===== src/rtl/sio_rx_pkg.sv =====
package sio_rx_pkg;
   localparam int          CTL_EN_BIT    = 0;
   localparam int          CTL_RXRST_BIT = 1;
   localparam logic [7:0]  CTL_KEEP_MASK = 8'hC9;

   function automatic logic [7:0] ctl_next(input logic [7:0] wr_val);
      return wr_val[CTL_EN_BIT] ? (wr_val & CTL_KEEP_MASK) : 8'h00;
   endfunction
endpackage


===== src/rtl/sio_rx_ctl.sv =====
module sio_rx_ctl
   import sio_rx_pkg::*;
(
   input  logic       clk,
   input  logic       rst_n,
   input  logic       wr,
   input  logic [7:0] wr_val,
   output logic [7:0] ctl_q,
   output logic       wide,
   output logic       flush
);
   logic mode_flip;
   logic rx_rst_req;

   assign mode_flip  = wr_val[CTL_EN_BIT] ^ ctl_q[CTL_EN_BIT];
   assign rx_rst_req = wr_val[CTL_EN_BIT] & wr_val[CTL_RXRST_BIT];
   assign flush      = wr & (mode_flip | rx_rst_req);
   assign wide       = ctl_q[CTL_EN_BIT];

   always_ff @(posedge clk) begin
      if (!rst_n)  ctl_q <= 8'h00;
      else if (wr) ctl_q <= ctl_next(wr_val);
   end
endmodule


===== src/rtl/sio_rx_ring.sv =====
module sio_rx_ring #(
   parameter int DATA_W = 8,
   parameter int DEPTH  = 16,
   localparam int PTR_W = $clog2(DEPTH),
   localparam int CNT_W = $clog2(DEPTH + 1)
) (
   input  logic              clk,
   input  logic              rst_n,
   input  logic              wide,
   input  logic              flush,
   input  logic              push_req,
   input  logic              pop_req,
   input  logic [DATA_W-1:0] wdata,
   output logic [DATA_W-1:0] head,
   output logic [CNT_W-1:0]  count,
   output logic              full,
   output logic              empty
);
   localparam logic [CNT_W-1:0] LIM_WIDE = CNT_W'(DEPTH);
   localparam logic [PTR_W-1:0] LAST_IX  = PTR_W'(DEPTH - 1);

   generate
      if (DEPTH < 2)  begin : g_bad_depth $error("DEPTH must be at least 2"); end
      if (DATA_W < 1) begin : g_bad_width $error("DATA_W must be positive");  end
   endgenerate

   logic [PTR_W-1:0]             wr_ix, rd_ix;
   logic [CNT_W-1:0]             lim;
   logic                         do_push, do_pop;
   logic [DEPTH-1:0][DATA_W-1:0] cells;

   assign lim     = wide ? LIM_WIDE : CNT_W'(1);
   assign full    = (count == lim);
   assign empty   = (count == '0);
   assign do_push = push_req & ~full  & ~flush;
   assign do_pop  = pop_req  & ~empty & ~flush;
   assign head    = cells[rd_ix];

   function automatic logic [PTR_W-1:0] bump(input logic [PTR_W-1:0] ix, input logic w);
      if (!w || ix == LAST_IX) return '0;
      return ix + PTR_W'(1);
   endfunction

   genvar g;
   generate
      for (g = 0; g < DEPTH; g++) begin : g_cell
         logic [DATA_W-1:0] cell_q;
         always_ff @(posedge clk) begin
            if (do_push && wr_ix == PTR_W'(g)) cell_q <= wdata;
         end
         assign cells[g] = cell_q;
      end
   endgenerate

   always_ff @(posedge clk) begin
      if (!rst_n || flush) begin
         wr_ix <= '0;
         rd_ix <= '0;
         count <= '0;
      end else begin
         if (do_push) wr_ix <= bump(wr_ix, wide);
         if (do_pop)  rd_ix <= bump(rd_ix, wide);
         case ({do_push, do_pop})
            2'b10:   count <= count + CNT_W'(1);
            2'b01:   count <= count - CNT_W'(1);
            default: count <= count;
         endcase
      end
   end
endmodule


===== src/rtl/sio_rx_fifo.sv =====
module sio_rx_fifo #(
   parameter int DATA_W = 8,
   parameter int DEPTH  = 16,
   localparam int CNT_W = $clog2(DEPTH + 1)
) (
   input  logic              clk,
   input  logic              rst_n,
   input  logic              rx_valid,
   input  logic [DATA_W-1:0] rx_data,
   output logic              rx_ready,
   input  logic              lb_en,
   input  logic              lb_wr,
   input  logic [DATA_W-1:0] lb_data,
   input  logic              ctl_wr,
   input  logic [7:0]        ctl_data,
   input  logic              rd_en,
   output logic [DATA_W-1:0] rd_data,
   input  logic              ovr_clr,
   output logic [CNT_W-1:0]  level,
   output logic              not_empty,
   output logic              overrun,
   output logic [7:0]        ctl_q
);
   logic              wide, flush, full, empty;
   logic              push_req;
   logic [DATA_W-1:0] push_val, head;

   sio_rx_ctl u_ctl (
      .clk    (clk),
      .rst_n  (rst_n),
      .wr     (ctl_wr),
      .wr_val (ctl_data),
      .ctl_q  (ctl_q),
      .wide   (wide),
      .flush  (flush)
   );

   assign push_req = lb_en ? lb_wr   : rx_valid;
   assign push_val = lb_en ? lb_data : rx_data;

   sio_rx_ring #(.DATA_W(DATA_W), .DEPTH(DEPTH)) u_ring (
      .clk      (clk),
      .rst_n    (rst_n),
      .wide     (wide),
      .flush    (flush),
      .push_req (push_req),
      .pop_req  (rd_en),
      .wdata    (push_val),
      .head     (head),
      .count    (level),
      .full     (full),
      .empty    (empty)
   );

   assign rx_ready  = lb_en | ~full;
   assign not_empty = ~empty;
   assign rd_data   = empty ? {DATA_W{1'b1}} : head;

   always_ff @(posedge clk) begin
      if (!rst_n)                               overrun <= 1'b0;
      else if (lb_en && lb_wr && full && !flush) overrun <= 1'b1;
      else if (ovr_clr)                         overrun <= 1'b0;
   end
endmodule


===== config.mk =====
export PLATFORM = sky130hd
export DESIGN_NAME = sio_rx_fifo
export DESIGN_NICKNAME = d
export VERILOG_FILES = /design/src/rtl/sio_rx_pkg.sv /design/src/rtl/sio_rx_ctl.sv /design/src/rtl/sio_rx_ring.sv /design/src/rtl/sio_rx_fifo.sv
export SDC_FILE = /design/constraint.sdc
export NUM_CORES = 1
export LEC_CHECK = 0
export ABC_AREA = 1
export BUFFER_PORTS_ARGS = -buffer_cell sky130_fd_sc_hd__buf_2
export CORE_ASPECT_RATIO = 2
export CORE_MARGIN = 3
export CORE_UTILIZATION = 27
export DETAILED_ROUTE_END_ITERATION = 10
export SLEW_MARGIN = 20
export SYNTH_ARGS = -nofsm -noshare
export SYNTH_HDL_FRONTEND = slang
export SYNTH_SLANG_ARGS = --single-unit

===== constraint.sdc =====
create_clock -name clk -period 3.1 [get_ports clk]
set_input_delay 0.31 -clock clk [delete_from_list [all_inputs] [get_ports clk]]
set_output_delay 0.31 -clock clk [all_outputs]
set_load 0.03 [all_outputs]

==> impl_metrics.yaml <==
final_layout:
  finalNetCount: 704
  final_util_pct: 32.7
  final_common_cell: "edfxtp_1"
  drive_gt1_share_pct: 16.7
  mostFrequentLayoutCells: "edfxtp_1, nand2_1, nor2_1, o21ai_0, buf_2"
  instances_no_fill: 959
  nFillCells: 2376
  antenna_cells: 0
  area_delta_synth_final_pct: 19.0
cts:
  cts_setup_buffers: 0
  cts_resized: 0
  cts-htree-levels: 4
  clockRootBuffer: "clkbuf_16"
  insertion_delay_ns: 0.42
  cts_tree: "built"
  numCtsBuffers: 17
  cts_sinks: 146
  clk_pin_slew_ns: 0.06
  ctsHoldBuffers: 0
  clk_path_buf_depth: 2
critical_path:
  critPathLaunchType: "register"
  path_cells: "inv_1 -> nand3_1 -> nand3_1 -> nand2_1 -> a21oi_1 -> nand2_1 -> buf_2"
  r2r_slack_ns: 0.65
  crit_type: "register to output pin"
  crit_buf_inv: 2
  max_stage_delay_ns: 0.69
  endpoint_kind: "output pin"
  crit_cells: 7
  worst_path_max_delay_cell: "dfxtp_1"
  cp_top_family: "buffers and inverters"
  worstPathMaxFanout: 15
  worstPathArrival_ns: 2.53
  worstPathRequired_ns: 2.79
  r2r_cells: 15
drt:
  wl_um: 15700
  dr.pass1.iters: 4
  wl_per_cell_um: 16.3
  drtIter0Drc: 191
  via_count: 4461
  postRouteAntennaNets: 0
  via_per_inst: 4.65
  drc: 0
place:
  routabilityCongestion: 0.748
  dp_hpwl_um: 10800
  port_buffers: 48
  dp_cells: 927
sta:
  fmax_mhz: 352
  fin_crit_sh_pct: 91.7
  slew-limit-headroom_pct: 48.3
  worst_clock_skew_ns: 0.0118
  worst-slew-pin-transition_ns: 0.772
  hold_viol: 0
  setup_viol: 0
  finalMaxSlewViolations: 0
  min_period_ns: 2.84
  fin_tns_setup_ns: 0
  grt_setup_unrepaired: "false"
status:
  outcome: "finished, final reports clean"
synth:
  synth_async_sr_flop_share_pct: 0
  synth_cells: 603
  synth_cell_types: 32
  yosys_warnings: 0
  yosysSeqAreaShare_pct: 65.6
  synth_edf_count: 128
  synth.avg_cell_area_um2: 10.6
  synth-main-ff-cell: "edfxtp_1"
  ys_ff_latch: 146
  synthesis.area_mm2: 0.00641
floorplanning:
  std_cell_rows: 79
  core_area_mm2: 0.0233
  fp.dieH_um: 224
  boundaryPins: 56
  die_area_mm2: 0.0257
  fp.dieW_um: 115
  start_util_pct: 27.5
global_routing:
  grtUsageTotal_pct: 12.5
  antenna_found_initial: 0
  grt_start_max_net_pins: 71
  first_global_vias: 4528
  grt-ovfl-total: 0
  grt_first_pass_wirelength_um: 23900
pwr:
  power_mw: 5.60
  power.density_mw_per_mm2: 734
  leakagePower_nw: 2.84
  peakVddDrop_mv: 0.588
job:
  maxCapViolCount: 0
worst_hold_path:
  worstHoldPathCells: 4
  min_path_type: "input pin to register"
state kept, by name, summed over array words and instances (netlist names):
name                  flops
u_ring.wr_ix              4
u_ring.count              5
u_ring.rd_ix              4
u_ctl.ctl_q               4
u_ring.g_cell.cell_q    128
overrun                   1
layout make-up:
class | count | area (um^2) | share of cell area, %
flip-flops and latches | 146 | 4210 | 55.1
clock buffers | 18 | 429 | 5.62
clock inverters | 14 | 165 | 2.16
inverters | 36 | 149 | 1.95
well taps | 283 | 354 | 4.64
multi-input cells | 395 | 1920 | 25.2
repair buffers | 67 | 408 | 5.35
layer usage:
layer / vias up / part of all wire, % / global-route usage (%)
li1: 2186 / - / -
met2: 105 / 57 / 24.0
met5: - / 0 / 0
met4: 0 / 4.2 / 6.29
met3: 30 / 3.6 / 2.57
met1: 2140 / 36 / 12.2
worst paths after layout:
check / startpoint / endpoint
hold / removal: ovr_clr / overrun
hold reg to reg: u_ctl.ctl_q[7] / u_ctl.ctl_q[7]
setup / recovery: u_ring.rd_ix[1] / rd_data[4]
setup reg to reg: u_ctl.ctl_q[0] / u_ring.count[4]
power breakdown:
part,switching [mW],leakage [nW],internal (mW)
clock,0.773,0.269,1.26
combinational,0.925,1.26,0.376
sequential,0.0529,1.31,2.21
total,1.75,2.84,3.85
cells by family after synthesis:
group                      share of synthesized area (%)
other                                             0.0585
adders and majority gates                           1.76
and+or+nand+nor                                     17.6
buffers and inverters                               4.64
AOI/OAI and AO/OA                                   9.27
xor gates and xnor gates                            1.09
DFF                                                 65.6
synth_stat cells (6+ instances only):
| library cell | instances | area (um^2) |
|---|---|---|
| edfxtp_1 | 128 | 3840 |
| nand2_1 | 116 | 435 |
| nor2_1 | 104 | 390 |
| o21ai_0 | 57 | 285 |
| nand3_1 | 38 | 190 |
| inv_1 | 29 | 109 |
| dfxtp_1 | 18 | 360 |
| a21oi_1 | 17 | 85.1 |
| buf_2 | 11 | 55.1 |
| clkbuf_1 | 11 | 41.3 |
| o211ai_1 | 10 | 75.1 |
| ha_1 | 9 | 113 |
| buf_4 | 7 | 52.6 |
| o21ai_1 | 7 | 35.0 |
| o221ai_1 | 6 | 52.6 |
metrics by stage:
stage	hold WS (ns)	worst slack [ns]	instance area (um^2)
3_3_place_gp	0.455	0.620	7040
6_report	0.152	0.258	7630
5_1_grt	0.153	0.176	7630
4_1_cts	0.133	0.237	7630
3_5_place_dp	0.457	0.630	7040
2_1_floorplan	0.450	0.723	6420
worst reg2reg max path, delay by kind of cell (launching register included):
family                   cells  cell delay (ns)
AND/OR/NAND/NOR              8             0.72
flip-flops                   1             0.52
adder cells (fa/ha/maj)      2             0.47
AO/OA/AOI/OAI                2             0.28
XOR/XNOR                     1             0.22
buffers and inverters        2             0.17
Power figures use the tool's default switching activity.
